$ cat src/rtl/sw_seq_pkg.sv
package sw_seq_pkg;

  localparam int DATA_W = 16;
  localparam int DEV_W  = 5;
  localparam int REG_W  = 5;
  localparam int NUM_FAM_IDS = 6;

  // Register numbers inside a device
  localparam logic [REG_W-1:0] REG_IDENT = 5'd3;
  localparam logic [REG_W-1:0] REG_CTRL  = 5'd4;

  // Device address pairs: primary and fallback layout
  localparam logic [DEV_W-1:0] PBASE_PRI = 5'h10;
  localparam logic [DEV_W-1:0] PBASE_ALT = 5'h08;
  localparam logic [DEV_W-1:0] GLB_PRI   = 5'h1B;
  localparam logic [DEV_W-1:0] GLB_ALT   = 5'h0F;

  localparam int RST_BIT = 15;
  localparam logic [DATA_W-1:0] ID_MASK   = 16'hFFF0;
  localparam logic [DATA_W-1:0] ID_ABSENT = 16'hFFF0;

  localparam logic [1:0] PST_OFF = 2'b00;
  localparam logic [1:0] PST_FWD = 2'b11;

  localparam logic [NUM_FAM_IDS-1:0][DATA_W-1:0] WIDE_IDS = {
    16'h3520, 16'h2400, 16'h1760, 16'h1720, 16'h0990, 16'h0980
  };
  localparam logic [NUM_FAM_IDS-1:0][DATA_W-1:0] NARROW_IDS = {
    16'h1150, 16'h2500, 16'h2200, 16'h0710, 16'h0700, 16'h0200
  };

  typedef enum logic [1:0] {
    STAT_OK      = 2'd0,
    STAT_NODEV   = 2'd1,
    STAT_TIMEOUT = 2'd2,
    STAT_ACCERR  = 2'd3
  } seq_status_e;

  typedef enum logic [3:0] {
    S_IDLE,
    S_ID_RD,
    S_DIS_RD,
    S_DIS_WR,
    S_DRAIN,
    S_GRST_RD,
    S_GRST_WR,
    S_POLL_RD,
    S_POLL_WAIT,
    S_PORT_RD,
    S_PORT_WR,
    S_FINISH
  } seq_state_e;

endpackage

$ cat src/rtl/sw_seq_ms_timer.sv
module sw_seq_ms_timer #(
  parameter int CYC_PER_MS = 1000,
  parameter int MS_W       = 2
) (
  input  logic            clk_i,
  input  logic            rst_ni,
  input  logic            start_i,
  input  logic [MS_W-1:0] ms_i,
  output logic            done_o
);

  localparam int PRE_W = (CYC_PER_MS > 1) ? $clog2(CYC_PER_MS) : 1;
  localparam logic [PRE_W-1:0] PRE_MAX = PRE_W'(CYC_PER_MS - 1);

  logic [PRE_W-1:0] pre_q, pre_d;
  logic [MS_W-1:0]  ms_q, ms_d;
  logic             run_q, run_d;
  logic             done_q, done_d;
  logic             pre_en, ms_en;

  always_comb begin
    pre_d  = pre_q;
    ms_d   = ms_q;
    run_d  = run_q;
    done_d = 1'b0;
    pre_en = 1'b0;
    ms_en  = 1'b0;
    if (start_i) begin
      pre_d  = PRE_MAX;
      ms_d   = ms_i;
      run_d  = 1'b1;
      pre_en = 1'b1;
      ms_en  = 1'b1;
    end else if (run_q) begin
      pre_en = 1'b1;
      if (pre_q == '0) begin
        pre_d = PRE_MAX;
        ms_en = 1'b1;
        if (ms_q == MS_W'(1)) begin
          run_d  = 1'b0;
          done_d = 1'b1;
        end else begin
          ms_d = ms_q - MS_W'(1);
        end
      end else begin
        pre_d = pre_q - PRE_W'(1);
      end
    end
  end

  always_ff @(posedge clk_i or negedge rst_ni) begin
    if (!rst_ni) begin
      pre_q  <= '0;
      ms_q   <= '0;
      run_q  <= 1'b0;
      done_q <= 1'b0;
    end else begin
      if (pre_en) pre_q <= pre_d;
      if (ms_en)  ms_q  <= ms_d;
      run_q  <= run_d;
      done_q <= done_d;
    end
  end

  assign done_o = done_q;


  tmr_ms_live_chk: assert property (@(posedge clk_i) disable iff (!rst_ni)
    run_q |-> (ms_q != '0));


  tmr_done_after_run_chk: assert property (@(posedge clk_i) disable iff (!rst_ni)
    done_q |-> !run_q);

endmodule

$ cat src/rtl/sw_seq_acc.sv
module sw_seq_acc #(
  parameter int DATA_W = 16
) (
  input  logic              clk_i,
  input  logic              rst_ni,
  input  logic              go_i,
  input  logic              ack_i,
  input  logic              err_i,
  input  logic [DATA_W-1:0] rdata_i,
  output logic              req_o,
  output logic              fin_o,
  output logic              fail_o,
  output logic [DATA_W-1:0] data_o
);

  logic              req_q, req_d;
  logic [DATA_W-1:0] data_q;
  logic              cap_en;

  always_comb begin
    if (req_q) req_d = !ack_i;
    else       req_d = go_i;
  end

  assign fin_o  = req_q & ack_i & !err_i;
  assign fail_o = req_q & ack_i & err_i;
  assign cap_en = fin_o;

  always_ff @(posedge clk_i or negedge rst_ni) begin
    if (!rst_ni) begin
      req_q  <= 1'b0;
      data_q <= '0;
    end else begin
      req_q <= req_d;
      if (cap_en) data_q <= rdata_i;
    end
  end

  assign req_o  = req_q;
  assign data_o = data_q;


  ack_pairs_chk: assert property (@(posedge clk_i) disable iff (!rst_ni)
    ack_i |-> req_q);


  ack_drops_req_chk: assert property (@(posedge clk_i) disable iff (!rst_ni)
    (req_q && ack_i) |=> !req_q);

endmodule

$ cat src/rtl/sw_seq_id_class.sv
module sw_seq_id_class
  import sw_seq_pkg::*;
#(
  parameter int WIDE_PORTS   = 11,
  parameter int NARROW_PORTS = 7,
  parameter int PORT_W       = 4
) (
  input  logic [DATA_W-1:0] id_i,
  output logic              known_o,
  output logic [PORT_W-1:0] nports_o
);

  logic [NUM_FAM_IDS-1:0] wide_hit, narrow_hit;

  for (genvar g = 0; g < NUM_FAM_IDS; g++) begin : g_match
    assign wide_hit[g]   = (id_i == WIDE_IDS[g]);
    assign narrow_hit[g] = (id_i == NARROW_IDS[g]);
  end

  always_comb begin
    known_o  = 1'b1;
    nports_o = '0;
    if (|wide_hit)        nports_o = PORT_W'(WIDE_PORTS);
    else if (|narrow_hit) nports_o = PORT_W'(NARROW_PORTS);
    else                  known_o  = 1'b0;
  end

endmodule

$ cat src/rtl/sw_reset_seq.sv
module sw_reset_seq
  import sw_seq_pkg::*;
#(
  parameter int CLK_KHZ      = 100000,
  parameter int DRAIN_MS     = 2,
  parameter int POLL_LIMIT   = 1000,
  parameter int WIDE_PORTS   = 11,
  parameter int NARROW_PORTS = 7,
  parameter int PORT_W       = 4
) (
  input  logic              clk_i,
  input  logic              rst_ni,
  input  logic              init_i,
  input  logic              port_req_i,
  input  logic              port_en_i,
  input  logic [PORT_W-1:0] port_sel_i,
  output logic              acc_req_o,
  output logic              acc_we_o,
  output logic [DEV_W-1:0]  acc_dev_o,
  output logic [REG_W-1:0]  acc_reg_o,
  output logic [DATA_W-1:0] acc_wdata_o,
  input  logic              acc_ack_i,
  input  logic              acc_err_i,
  input  logic [DATA_W-1:0] acc_rdata_i,
  output logic              busy_o,
  output logic              done_o,
  output logic [1:0]        status_o,
  output logic              ready_o,
  output logic [PORT_W-1:0] nports_o,
  output logic [DATA_W-1:0] switch_id_o
);

  localparam int MS_W      = $clog2(DRAIN_MS + 2);
  localparam int POLL_W    = $clog2(POLL_LIMIT + 1);
  localparam int DRAIN_CYC = CLK_KHZ * DRAIN_MS;
  localparam int CHK_W     = $clog2(DRAIN_CYC + 2) + 1;

  seq_state_e        state_q, state_d;
  logic              alt_q, alt_d;
  logic [DATA_W-1:0] id_q, id_d;
  logic [PORT_W-1:0] nports_q, nports_d;
  logic [PORT_W-1:0] port_q, port_d;
  logic [POLL_W-1:0] polls_q, polls_d;
  seq_status_e       status_q, status_d;
  logic              ready_q, ready_d;
  logic              op_en_q, op_en_d;

  logic              go, fin, fail;
  logic [DATA_W-1:0] rd_data;
  logic              tmr_start, tmr_done;
  logic [MS_W-1:0]   tmr_ms;
  logic [DATA_W-1:0] id_masked;
  logic              id_known;
  logic [PORT_W-1:0] id_nports;
  logic [DEV_W-1:0]  pbase, gdev, pdev;

  // Access engine
  sw_seq_acc #(.DATA_W(DATA_W)) u_acc (
    .clk_i   (clk_i),
    .rst_ni  (rst_ni),
    .go_i    (go),
    .ack_i   (acc_ack_i),
    .err_i   (acc_err_i),
    .rdata_i (acc_rdata_i),
    .req_o   (acc_req_o),
    .fin_o   (fin),
    .fail_o  (fail),
    .data_o  (rd_data)
  );

  // Millisecond delays
  sw_seq_ms_timer #(.CYC_PER_MS(CLK_KHZ), .MS_W(MS_W)) u_tmr (
    .clk_i   (clk_i),
    .rst_ni  (rst_ni),
    .start_i (tmr_start),
    .ms_i    (tmr_ms),
    .done_o  (tmr_done)
  );

  // Family lookup
  assign id_masked = acc_rdata_i & ID_MASK;

  sw_seq_id_class #(
    .WIDE_PORTS   (WIDE_PORTS),
    .NARROW_PORTS (NARROW_PORTS),
    .PORT_W       (PORT_W)
  ) u_cls (
    .id_i     (id_masked),
    .known_o  (id_known),
    .nports_o (id_nports)
  );

  assign pbase = alt_q ? PBASE_ALT : PBASE_PRI;
  assign gdev  = alt_q ? GLB_ALT   : GLB_PRI;
  assign pdev  = pbase + DEV_W'(port_q);

  // Access fields, held by state while a request is outstanding
  always_comb begin
    go          = 1'b0;
    acc_we_o    = 1'b0;
    acc_dev_o   = pdev;
    acc_reg_o   = REG_CTRL;
    acc_wdata_o = '0;
    unique case (state_q)
      S_ID_RD: begin
        go        = 1'b1;
        acc_dev_o = pbase;
        acc_reg_o = REG_IDENT;
      end
      S_DIS_RD, S_PORT_RD: go = 1'b1;
      S_DIS_WR: begin
        go          = 1'b1;
        acc_we_o    = 1'b1;
        acc_wdata_o = {rd_data[DATA_W-1:2], PST_OFF};
      end
      S_PORT_WR: begin
        go          = 1'b1;
        acc_we_o    = 1'b1;
        acc_wdata_o = {rd_data[DATA_W-1:2], op_en_q ? PST_FWD : PST_OFF};
      end
      S_GRST_RD, S_POLL_RD: begin
        go        = 1'b1;
        acc_dev_o = gdev;
      end
      S_GRST_WR: begin
        go          = 1'b1;
        acc_we_o    = 1'b1;
        acc_dev_o   = gdev;
        acc_wdata_o = rd_data | (DATA_W'(1) << RST_BIT);
      end
      default: ;
    endcase
  end

  // Sequencer next state
  always_comb begin
    state_d   = state_q;
    alt_d     = alt_q;
    id_d      = id_q;
    nports_d  = nports_q;
    port_d    = port_q;
    polls_d   = polls_q;
    status_d  = status_q;
    ready_d   = ready_q;
    op_en_d   = op_en_q;
    tmr_start = 1'b0;
    tmr_ms    = MS_W'(1);

    if (fail) begin
      state_d  = S_FINISH;
      status_d = STAT_ACCERR;
    end else begin
      unique case (state_q)
        S_IDLE: begin
          if (init_i) begin
            state_d = S_ID_RD;
            alt_d   = 1'b0;
            ready_d = 1'b0;
          end else if (port_req_i && ready_q && (port_sel_i < nports_q)) begin
            state_d = S_PORT_RD;
            port_d  = port_sel_i;
            op_en_d = port_en_i;
          end
        end
        S_ID_RD: if (fin) begin
          if (id_masked == ID_ABSENT) begin
            if (!alt_q) begin
              alt_d = 1'b1;
            end else begin
              id_d     = id_masked;
              state_d  = S_FINISH;
              status_d = STAT_NODEV;
            end
          end else begin
            id_d = id_masked;
            if (id_known) begin
              nports_d = id_nports;
              port_d   = '0;
              state_d  = S_DIS_RD;
            end else begin
              state_d  = S_FINISH;
              status_d = STAT_NODEV;
            end
          end
        end
        S_DIS_RD: if (fin) state_d = S_DIS_WR;
        S_DIS_WR: if (fin) begin
          if (port_q == nports_q - PORT_W'(1)) begin
            state_d   = S_DRAIN;
            tmr_start = 1'b1;
            tmr_ms    = MS_W'(DRAIN_MS);
          end else begin
            port_d  = port_q + PORT_W'(1);
            state_d = S_DIS_RD;
          end
        end
        S_DRAIN:   if (tmr_done) state_d = S_GRST_RD;
        S_GRST_RD: if (fin) state_d = S_GRST_WR;
        S_GRST_WR: if (fin) begin
          state_d = S_POLL_RD;
          polls_d = '0;
        end
        S_POLL_RD: if (fin) begin
          if (!acc_rdata_i[RST_BIT]) begin
            state_d  = S_FINISH;
            status_d = STAT_OK;
            ready_d  = 1'b1;
          end else if (polls_q == POLL_W'(POLL_LIMIT - 1)) begin
            state_d  = S_FINISH;
            status_d = STAT_TIMEOUT;
          end else begin
            polls_d   = polls_q + POLL_W'(1);
            state_d   = S_POLL_WAIT;
            tmr_start = 1'b1;
          end
        end
        S_POLL_WAIT: if (tmr_done) state_d = S_POLL_RD;
        S_PORT_RD:   if (fin) state_d = S_PORT_WR;
        S_PORT_WR: if (fin) begin
          state_d  = S_FINISH;
          status_d = STAT_OK;
        end
        S_FINISH: state_d = S_IDLE;
        default:  state_d = S_IDLE;
      endcase
    end
  end

  always_ff @(posedge clk_i or negedge rst_ni) begin
    if (!rst_ni) begin
      state_q  <= S_IDLE;
      alt_q    <= 1'b0;
      id_q     <= '0;
      nports_q <= '0;
      port_q   <= '0;
      polls_q  <= '0;
      status_q <= STAT_OK;
      ready_q  <= 1'b0;
      op_en_q  <= 1'b0;
    end else begin
      state_q  <= state_d;
      alt_q    <= alt_d;
      id_q     <= id_d;
      nports_q <= nports_d;
      port_q   <= port_d;
      polls_q  <= polls_d;
      status_q <= status_d;
      ready_q  <= ready_d;
      op_en_q  <= op_en_d;
    end
  end

  assign busy_o      = (state_q != S_IDLE);
  assign done_o      = (state_q == S_FINISH);
  assign status_o    = status_q;
  assign ready_o     = ready_q;
  assign nports_o    = nports_q;
  assign switch_id_o = id_q;

  // Cycles since the last port-disable write completed (checking only)
  logic [CHK_W-1:0] gap_q;
  always_ff @(posedge clk_i or negedge rst_ni) begin
    if (!rst_ni)                          gap_q <= '0;
    else if (state_q == S_DIS_WR && fin)  gap_q <= '0;
    else if (gap_q != {CHK_W{1'b1}})      gap_q <= gap_q + CHK_W'(1);
  end


  acc_hold_chk: assert property (@(posedge clk_i) disable iff (!rst_ni)
    (acc_req_o && !acc_ack_i) |=> (acc_req_o && $stable(acc_dev_o) && $stable(acc_reg_o)
                                   && $stable(acc_wdata_o) && $stable(acc_we_o)));


  drain_gap_chk: assert property (@(posedge clk_i) disable iff (!rst_ni)
    (acc_req_o && acc_we_o && state_q == S_GRST_WR) |-> (gap_q >= CHK_W'(DRAIN_CYC)));


  poll_bound_chk: assert property (@(posedge clk_i) disable iff (!rst_ni)
    polls_q < POLL_W'(POLL_LIMIT));


  done_pulse_chk: assert property (@(posedge clk_i) disable iff (!rst_ni)
    done_o |=> !done_o);


  ready_rise_chk: assert property (@(posedge clk_i) disable iff (!rst_ni)
    $rose(ready_o) |-> (done_o && status_o == STAT_OK));


  req_needs_busy_chk: assert property (@(posedge clk_i) disable iff (!rst_ni)
    acc_req_o |-> busy_o);

endmodule

$ cat config.mk
export PLATFORM = sky130hd
export DESIGN_NAME = sw_reset_seq
export DESIGN_NICKNAME = d
export VERILOG_FILES = /design/src/rtl/sw_seq_pkg.sv /design/src/rtl/sw_seq_ms_timer.sv /design/src/rtl/sw_seq_acc.sv /design/src/rtl/sw_seq_id_class.sv /design/src/rtl/sw_reset_seq.sv
export SDC_FILE = /design/constraint.sdc
export NUM_CORES = 1
export LEC_CHECK = 0
export BUFFER_PORTS_ARGS = -buffer_cell sky130_fd_sc_hd__buf_4
export CAP_MARGIN = 0
export CORE_ASPECT_RATIO = 0.6
export CORE_MARGIN = 2
export CORE_UTILIZATION = 57
export CTS_CLUSTER_SIZE = 30
export DETAILED_ROUTE_END_ITERATION = 10
export PLACE_DENSITY = 0.81
export SYNTH_ARGS = -nofsm -noshare
export SYNTH_HDL_FRONTEND = slang
export SYNTH_HIERARCHICAL = 1
export SYNTH_SLANG_ARGS = --single-unit
$ cat constraint.sdc
create_clock -name clk_i -period 3.1 [get_ports clk_i]
set_clock_uncertainty 0.05 [all_clocks]
set_input_delay 0.62 -clock clk_i [delete_from_list [all_inputs] [get_ports clk_i]]
set_output_delay 0.62 -clock clk_i [all_outputs]
set_load 0.01 [all_outputs]
==> metrics.txt <==
run status=completed; largest net degree at the start of global routing=78; final critical-path share of the clock period=94.4%; Port Buffer Count=73; worst hold path type=in -> async; DRC viols=0; Seq pwr share=31.8%; largest area contributor in the netlist=dfrtp_1; CTS sink cnt=77; worst setup slack after placement=-0.0255 ns; vias per cell=approximately 6; Top FF cell, synth=dfrtp_1; initial antenna violation count=0; most common cell after layout, fill and taps aside=buf_4; Setup TNS=0 ns; flip-flop and latch area=0.00193 mm²; total gr overflow=0; final hold violations=0; fill count=637; top post-synthesis cells by area=dfrtp_1 (40%), mux2_2 (4.4%), mux2_4 (3.4%); combinational share of power=47.5%; vias=4280; Final WS setup=between 0.15 and 0.2 ns; crit path launch type=flop; power per cell area=between 900 and 1000 mW/mm²; vias in the first global route=about 4000; Clock Tree Root=clkbuf_16; Initial Util=57.8%; Achievable Freq=342 MHz; Crit path largest cell delay=0.59 ns; nets@finish=approximately 630; Pleak=2.71 nW; post-route cell area=0.00590 mm²; final std cells w/o fill=around 710; core area=around 0.0084 mm²; wire length per cell=around 18 µm; Pint=3.36 mW; FP Rows=26; initial drt markers=367; min cycle time layout=2.93 ns; Yosys Warn Count=6; DP Area=0.00557 mm²; count of different cell masters after synthesis=84; Mean Syn Cell Area=9.62 µm²; Util after Layout=~70%; Syn Inst Count=504; first-pass GRT wire length=a little over 20000 µm; area of the multi-input gates=0.00272 mm²; H-tree levels=3; Worst EP required=approximately 2.4 ns; area grow syn2layout=21.7%; Max Cap Viol=0; final setup violating endpoints=0; EDFF count, synth=0; Final HPWL DP=9210 µm; Routed Antenna Nets=0; Worst Path Max Fanout=14; worst-skew pair later-pin latency=0.34 ns; ys async rst share=100%; Final Max Slew Viols=0; Inst Count DP=693; Post-CTS Setup Inserts=0; worst-margin pin slew=0.991 ns; Total GRT Usage=~29%; switching share of power=38.2%; Design Power=5.44 mW; Clock Power Share=20.7%; NetSw=2.08 mW; crit-path cells=buf_4, and2b_1, o21ai_0, a21oi_4, and2_1, buf_4; maximum buffer depth of the clock tree=2; I/O Pins=80; slowest CP cell=dfrtp_1; Post-Syn Area=0.00485 mm²; Crit path arrival time=2.26 ns; unrepaired setup endpoints after global routing=no; post-synth top area share=39.7%; share of layout cells above drive strength 1=31.1%; critical path capture point type=output pin; Die W=roughly 120 µm; die height=~75 µm; post-synthesis sequential area ratio=slightly below 40%; normalized max-slew margin=34.0%; Clock transition at path regs=0.06 ns; FF+latch count, synth=77; routability cong.=0.989; WL final=approximately 13000 µm; CP most frequent cell=buf_4; most frequent cells in the layout=buf_4 (98), dfrtp_1 (77), nor2_1 (39); TritonCTS clock tree=built; TritonCTS Buffers=9; worst hold margin=between 0.3 and 0.4 ns; Max VDD drop=0.573 mV; DRT Pass-1 Iters=5; ANT cells=0; Crit Path Category=reg -> out; die area=0.00929 mm²
-- power by group through the flow --
stage	Clock, mW	Combinational [mW]	Sequential (mW)
2_1_floorplan	0	1.67	1.65
3_3_place_gp	0	2.47	1.70
3_5_place_dp	0	2.53	1.72
4_1_cts	1.14	2.55	1.72
5_1_grt	1.18	2.82	1.78
6_report	1.12	2.58	1.73
-- cell families (layout without fill, tap and decap cells) --
group,Yosys count,count (layout),share of synthesized area [%]
simple gates,205,205,25.1
fa+ha+maj,10,10,2.58
compound gates,108,108,14.8
buf+inv,48,130,5.26
xor+xnor,20,20,3.61
flops,77,77,39.7
mux,35,35,8.85
other cells,1,10,0.0773
-- worst max-delay path, delay by kind of cell, from the launching register on --
kind | cells | cell delay, ns
buf+inv | 2 | 0.37
flops | 1 | 0.59
simple gates | 2 | 0.41
compound gates | 2 | 0.55
-- path summary, 6_finish.rpt --
path / start / endpoint / slack [ns] / cells past startpoint
hold reg to reg: u_acc/data_o[13] / u_acc/data_o[13] / 0.45 / 1
setup reg to reg: nports_o[0] / u_tmr/pre_q[10] / 0.20 / 12
min in group clk_i: acc_ack_i / u_acc/req_o / 0.44 / 2
hold / removal: rst_ni / polls_q[4] / 0.39 / 1
setup / recovery: state_q[3] / acc_wdata_o[12] / 0.17 / 6
max in group asynchronous: rst_ni / u_acc/data_o[2] / 1.97 / 1
-- registers in the layout, indices dropped and copies added (netlist names), 2 cells and up --
name          cells
state_q           4
port_q            4
status_o          2
u_tmr/ms_q        2
polls_q          10
u_tmr/pre_q      17
nports_o          4
switch_id_o      12
u_acc/data_o     16
-- area by class of cell --
| cell class | count | area share [%] |
|---|---|---|
| Multi-Input combinational cell | 388 | 46.1 |
| Sequential cell | 77 | 32.6 |
| Inverter | 18 | 1.14 |
| Timing Repair Buffer | 98 | 12.5 |
| Clock inverter | 4 | 1.25 |
| Tap cell | 112 | 2.37 |
| Clock buffer | 10 | 4.05 |
-- per-layer routing --
| layer | vias to the layer above | share of wire, % | track usage, % |
|---|---|---|---|
| met5 | - | 0 | 0 |
| met4 | 0 | 1.8 | 9.09 |
| met3 | 24 | 8.9 | 8.01 |
| met2 | 210 | 43 | 42.5 |
| met1 | 2052 | 46 | 42.3 |
| li1 | 1994 | - | - |
-- synth_stat cells, types with 4 or more instances --
library cell,number
buf_2,9
or4_1,8
nand2b_1,6
nor2_1,39
nor4_1,10
o211ai_1,4
mux2_2,19
nand4_1,9
clkbuf_1,7
a31oi_1,6
or3_1,9
mux2_4,11
xor2_1,10
nand2_1,33
buf_4,11
or2_2,4
nor3_1,11
dfrtp_1,77
o31ai_1,8
and2_1,15
nand3_1,14
ha_1,10
a21oi_2,4
xnor2_1,10
o21ai_0,30
and3_1,6
a21oi_1,29
mux2i_1,5
nor2b_1,4
inv_1,16
-- timing repair --
action / in CTS / in global routing
gates resized for setup: 0 / 3
hold buffers: 0 / 0
setup endpoints to repair: 0 / 15
hold endpoints to repair: 0 / 0
Power figures use the tool's default switching activity.
